## config.mk

```make
export PLATFORM = sky130hd
export DESIGN_NAME = log2_lod
export DESIGN_NICKNAME = d
export VERILOG_FILES = /design/src/rtl/log2_lod.sv
export SDC_FILE = /design/constraint.sdc
export NUM_CORES = 1
export LEC_CHECK = 0
export CORE_MARGIN = 3
export CORE_UTILIZATION = 43
export CTS_BUF_LIST = sky130_fd_sc_hd__clkbuf_4 sky130_fd_sc_hd__clkbuf_8
export DETAILED_ROUTE_END_ITERATION = 8
export PLACE_DENSITY_LB_ADDON = 0.12
export SLEW_MARGIN = 20
export SYNTH_ARGS = -nofsm -noshare
export SYNTH_HDL_FRONTEND = slang
export SYNTH_SLANG_ARGS = --single-unit
```

## constraint.sdc

```tcl
create_clock -name clk -period 6.55 [get_ports clk]
set_clock_uncertainty 0.05 [all_clocks]
set_input_delay 1.31 -clock clk [delete_from_list [all_inputs] [get_ports clk]]
set_output_delay 1.31 -clock clk [all_outputs]
set_load 0.005 [all_outputs]
```

## src/rtl/log2_lod.sv

```systemverilog
module log2_lod #(
  parameter int W = 16
) (
  input  logic                 clk,
  input  logic                 rst_n,
  input  logic                 in_valid,
  input  logic [W-1:0]         in_data,
  output logic                 out_valid,
  output logic [$clog2(W)-1:0] out_int,
  output logic [W-2:0]         out_frac,
  output logic                 out_zero
);
  localparam int EW  = $clog2(W);
  localparam int NIB = W / 4;
  localparam int LW  = $clog2(NIB);

  logic         v_q;
  logic [W-1:0] d_q;

  always_ff @(posedge clk) begin
    if (!rst_n) begin
      v_q <= 1'b0;
      d_q <= '0;
    end else begin
      v_q <= in_valid;
      if (in_valid) d_q <= in_data;
    end
  end

  logic [3:0]    cell_oh [NIB];
  logic          node_any [2*NIB];
  logic [LW-1:0] node_sel [2*NIB];

  assign node_any[0] = 1'b0;
  assign node_sel[0] = '0;

  for (genvar j = 0; j < NIB; j++) begin : g_cell
    logic [3:0] b;
    assign b = d_q[4*j +: 4];
    assign cell_oh[j] = {b[3], b[2] & ~b[3], b[1] & ~|b[3:2], b[0] & ~|b[3:1]};
    assign node_any[NIB+j] = |b;
    assign node_sel[NIB+j] = LW'(j);
  end

  for (genvar i = 1; i < NIB; i++) begin : g_tree
    assign node_any[i] = node_any[2*i+1] | node_any[2*i];
    assign node_sel[i] = node_any[2*i+1] ? node_sel[2*i+1] : node_sel[2*i];
  end

  logic [W-1:0] lead_oh;
  for (genvar j = 0; j < NIB; j++) begin : g_oh
    assign lead_oh[4*j +: 4] = (node_any[1] && node_sel[1] == LW'(j)) ? cell_oh[j] : 4'b0;
  end

  logic [EW-1:0] expo;
  always_comb begin
    expo = '0;
    for (int p = 0; p < W; p++)
      if (lead_oh[p]) expo = expo | EW'(p);
  end

  logic [EW-1:0] amt;
  logic [W-1:0]  stg [EW+1];
  assign amt    = ~expo;
  assign stg[0] = d_q;
  for (genvar s = 0; s < EW; s++) begin : g_shift
    assign stg[s+1] = amt[s] ? (stg[s] << (1 << s)) : stg[s];
  end

  always_ff @(posedge clk) begin
    if (!rst_n) begin
      out_valid <= 1'b0;
      out_int   <= '0;
      out_frac  <= '0;
      out_zero  <= 1'b0;
    end else begin
      out_valid <= v_q;
      if (v_q) begin
        out_int  <= expo;
        out_frac <= stg[EW][W-2:0];
        out_zero <= ~node_any[1];
      end
    end
  end
endmodule


```

# After elaboration in Yosys (flattened, before gate mapping)
# Cells that the tools add are included.
# W data, S select, Z words.
# classes
n_shift	0
bitwise_logic	21
addsub	0
n_reduce_logical	25
muxes	26
multipliers	0
n_lt_le_gt_ge	0
div	0
eq_ne	3
# ops
cell	n
$mux W15	4
$mux W4	12
$reduce_or A4 Y1	4
$and A1 B1 Y1	12
$mux W3	4
$reduce_or A3 Y1	4
$logic_not A1 Y1	8
$reduce_or A2 Y1	4
$mux W2	3
$not A1 Y1	5
$eq A2 B2 Y1 const B	2
$logic_and A1 B1 Y1	4
$not A4 Y4	1
$mux W1	3
$or A1 B1 Y1	3
$eq A2 B1 Y1 const B	1
$logic_not A2 Y1	1
# word_totals
latchBits	0
word_cells	81
romBits	0
register_bits	38
n_memories	0
ram_bits	0
output_inout_bits	21

# Longest topological paths before layout
# depth
word_depth	26
depth_mapped	9
depth_no_buf	7

# Least setup slack after synthesis
# OpenSTA, ideal clock, no wires.
# synth_timing
kind	input to register
from	input port in_valid
to	register d_q[1]
setup_ns	0.116
arrival_time_ns	2.390
setup_slack_ns	3.993
cell_stages	4
cell_sequence	clkbuf_1 -> clkbuf_1 -> mux2i_1 -> nor2b_1
# synth_lines
element	line_no	rtl
start: declaration	6	input logic in_valid,
end signal: assignment	26	if (in_valid) d_q <= in_data;
end: declaration	18	logic [W-1:0] d_q;

==> qor.log <==
INFO  run_status     run_status=finished, final reports clean
INFO  placement      gp_congestion=0.8727
INFO  global_routing number_of_global_route_vias_before_repair=1,626
INFO  synthesis      postSynthNetCount=248
INFO  synthesis      synth_area_leader_cell=sky130_fd_sc_hd__dfxtp_1
INFO  setup_path     timing.critical_path.required=6.73ns
INFO  layout         layout.nets=282
INFO  sta            report.final.setup_viol=0
INFO  setup_path     critical_path.most_common_cell=sky130_fd_sc_hd__nand2_1
INFO  clock_network  cts_hold_buf=0
INFO  synthesis      yosys.cell_types.count=52
INFO  setup_path     worst-r2r-setup-slack=3.57ns
INFO  worst_hold_path holdPathEnd=out_int[2]$_SDFFE_PN0P_
INFO  sta            timing.final.hold_violations=0
INFO  worst_hold_path min_delay_path_depth=2
INFO  routing        dr.pass1.iters=4
INFO  sta            fin_crit=3.281ns
INFO  power_and_ir_drop peak_supply_drop=0.0001477V
INFO  clock_network  clock_sink_count=38
INFO  synthesis      synth-seq-area-share=37.25%
INFO  setup_path     worst-setup-path-type=primary input to flop
INFO  sta            slew_viol_final=0
INFO  global_routing grt_first_pass_wirelength=8280µm
INFO  clock_network  tritoncts=built
INFO  layout         synthToLayoutAreaGrowth=24.88%
INFO  clock_network  clk_root_buffer_cell=sky130_fd_sc_hd__clkbuf_8
INFO  global_routing grt_start_max_net_pins=22
INFO  synthesis      ys_ff_latch=38
INFO  routing        drc_errors=0
INFO  sta            holdWs=0.4101ns
INFO  layout         share_of_layout_cells_above_drive_strength_1=8.712%
INFO  global_routing top_usage_layer=met2
INFO  placement      portBuffers=39
INFO  die            initial_core_util=45.64%
INFO  routing        finalWirelength=5058µm
INFO  sta            setup_repair_after_global_routing_missed_its_margin=no
INFO  setup_path     worst_setup_path_end_kind=flop
INFO  run            timing.max_cap.violations=0
INFO  synthesis      synth_enable_flop_cells=0
INFO  die            floorplan_die_width=74.91µm
INFO  power_and_ir_drop fin_total_pwr=606.8µW
INFO  global_routing grtUsageMet2=28.63%
INFO  setup_path     critical_path_arrival=3.46ns
INFO  sta            relative_slew_margins=36.93%
INFO  setup_path     ordered_list_of_cells_on_the_worst_path=clkdlybuf4s50_1, nand2_1, nor2_1, nand2_1, or3_1, nand4b_1
INFO  clock_network  number_of_buffers_inserted_to_repair_setup_after_cts=0
INFO  clock_network  cts.repair.resized=0
INFO  layout         most-common-layout-cells=sky130_fd_sc_hd__clkdlybuf4s50_1 (39), sky130_fd_sc_hd__dfxtp_1 (38), sky130_fd_sc_hd__nand2_1 (24)
INFO  power_and_ir_drop power-per-cell-area=238.0nW/µm²
INFO  power_and_ir_drop static-leakage-power=0.9754nW
INFO  setup_path     cpMaxStageDelayCell=sky130_fd_sc_hd__clkdlybuf4s50_1
INFO  clock_network  cts_made_buffers=5
INFO  synthesis      synthesis.instances=229
INFO  routing        detail-route-antenna-nets=0
INFO  global_routing grt_use_total=19.13%
INFO  sta            fin_crit_sh=50.09%
INFO  sta            setup_total_negative_slack=0ns
INFO  worst_hold_path worst_hold_startpoint=out_int[2]$_SDFFE_PN0P_
INFO  clock_network  clk_pin_slew=0.08ns
INFO  synthesis      postSynthAreaPerCell=8.917µm²
INFO  placement      place_hpwl=3688µm
INFO  layout         layout_commonest_cell=sky130_fd_sc_hd__clkdlybuf4s50_1
INFO  clock_network  clk_latency=0.29ns
INFO  sta            clock.fmax=0.3048GHz
INFO  synthesis      post_synth_instance_area=2042µm²
INFO  layout         antenna-diode-count=0
INFO  synthesis      synth_ff_type=sky130_fd_sc_hd__dfxtp_1
INFO  global_routing globalRouteMet3Util=3.738%
INFO  die            dieArea=5612µm²
INFO  routing        via_count=1,852
INFO  synthesis      proportion_of_synthesized_flip_flops_having_asynchronous_set_or_reset=0%
INFO  routing        detail_route.iter0.violations=194
INFO  die            core=4474µm²
INFO  setup_path     r2r.worst_path.cells=7
INFO  setup_path     path_max_fanout=21
INFO  setup_path     reg2reg_from=d_q[10]$_SDFFE_PN0P_
INFO  setup_path     max_stage_delay=0.85ns
INFO  routing        route.detailed.wl_per_inst=16.01µm
INFO  sta            max_slew.worst_pin.slew=0.9432ns
INFO  synthesis      yosys-top-cells-area=sky130_fd_sc_hd__dfxtp_1 (37%), sky130_fd_sc_hd__mux2i_1 (11%), sky130_fd_sc_hd__nor2b_1 (5.8%)
INFO  clock_network  max-clock-path-buffers=2
INFO  setup_path     critical_path.startpoint_type=primary input
INFO  global_routing grt_use_met1=28.04%
INFO  clock_network  htree_levels=2
INFO  synthesis      synthesis.yosys.warnings=0
INFO  global_routing globalRouteOverflowTotal=0
INFO  synthesis      area_share_of_the_largest_cell_type_after_synthesis=37.25%
INFO  die            dieHeight=74.91µm
INFO  die            ioPinCount=40
INFO  setup_path     critical_path.reg2reg.endpoint=out_frac[13]$_SDFFE_PN0P_
INFO  die            row_count=24
INFO  worst_hold_path hold_path.class=flop to flop
INFO  global_routing antenna_found_initial=0
INFO  routing        via_per_inst=5.861
## synth_stat cells, types with 3 or more instances
master	instances
sky130_fd_sc_hd__clkbuf_1	11
sky130_fd_sc_hd__mux2i_1	22
sky130_fd_sc_hd__nor2b_1	19
sky130_fd_sc_hd__a22o_1	4
sky130_fd_sc_hd__inv_1	5
sky130_fd_sc_hd__nor3_1	3
sky130_fd_sc_hd__nor4_1	4
sky130_fd_sc_hd__a211oi_1	3
sky130_fd_sc_hd__nor2_1	16
sky130_fd_sc_hd__nand2_1	24
sky130_fd_sc_hd__o21ai_0	14
sky130_fd_sc_hd__mux2_2	3
sky130_fd_sc_hd__o211ai_1	6
sky130_fd_sc_hd__dfxtp_1	38
sky130_fd_sc_hd__a21oi_1	11
## flip-flops by register name, indices dropped and copies added, names as in the netlist
| name | flops |
|---|---|
| v_q | 1 |
| out_int | 4 |
| out_frac | 15 |
| out_zero | 1 |
| d_q | 16 |
| out_valid | 1 |
## area by class of cell
type / count / area [µm²]
clock buffer: 5 / 68.82
clock inverter: 3 / 40.04
fill: 440 / 1924
inverter: 6 / 22.52
multi-input combinational: 172 / 1195
sequential: 38 / 760.7
tap: 52 / 65.06
timing repair buffer: 40 / 397.9
## worst max path at each step
stage                  start                  endpoint  slack (ns)  depth (start not counted)
floorplan           in_valid       d_q[1]$_SDFFE_PN0P_        3.99                          4
global placement       rst_n  out_frac[8]$_SDFFE_PN0P_        3.07                          6
detailed placement     rst_n  out_frac[8]$_SDFFE_PN0P_        3.04                          6
CTS                    rst_n  out_frac[8]$_SDFFE_PN0P_        3.32                          6
global route           rst_n  out_frac[8]$_SDFFE_PN0P_        3.11                          6
finish                 rst_n  out_frac[8]$_SDFFE_PN0P_        3.27                          6
## kinds of logic (layout without fill, tap and decap cells)
logic type / Yosys count / count (layout) / synth area share (%)
buffers and inverters: 19 / 54 / 4.228
AND/OR/NAND/NOR: 77 / 77 / 19.24
AO/OA/AOI/OAI: 67 / 67 / 23.90
multiplexers: 28 / 28 / 15.38
flip-flops: 38 / 38 / 37.25
## worst max-delay path, delay by kind of cell
| family | cells | cell delay (ns) |
|---|---|---|
| AND/OR/NAND/NOR | 5 | 1.30 |
| buffers and inverters | 1 | 0.85 |
## where the power goes
group | switching (mW) | internal (mW) | leakage, nW
Sequential | 0.0153 | 0.244 | 0.311
Clock | 0.0836 | 0.112 | 0.0579
Combinational | 0.0811 | 0.0702 | 0.606
## layer usage
metal | up-vias | wire length (µm) | part of all wire (%)
met2 | 61 | 2297 | 45
li1 | 907 | - | -
met3 | 6 | 233 | 4.6
met4 | 0 | 52 | 1.0
met1 | 878 | 2475 | 49
met5 | - | 0 | 0
## through the flow
stage | setup slack [ns] | utilization (%) | instances | instance area [µm²]
floorplan | 3.993 | - | 229 | 2042
global placement | 3.066 | 54.56 | 308 | 2441
detailed placement | 3.045 | 54.56 | 308 | 2441
CTS | 3.321 | 56.99 | 316 | 2550
global route | 3.106 | 56.99 | 316 | 2550
finish | 3.269 | 56.99 | 316 | 2550
Note: power is estimated with default switching activity, not from simulation.
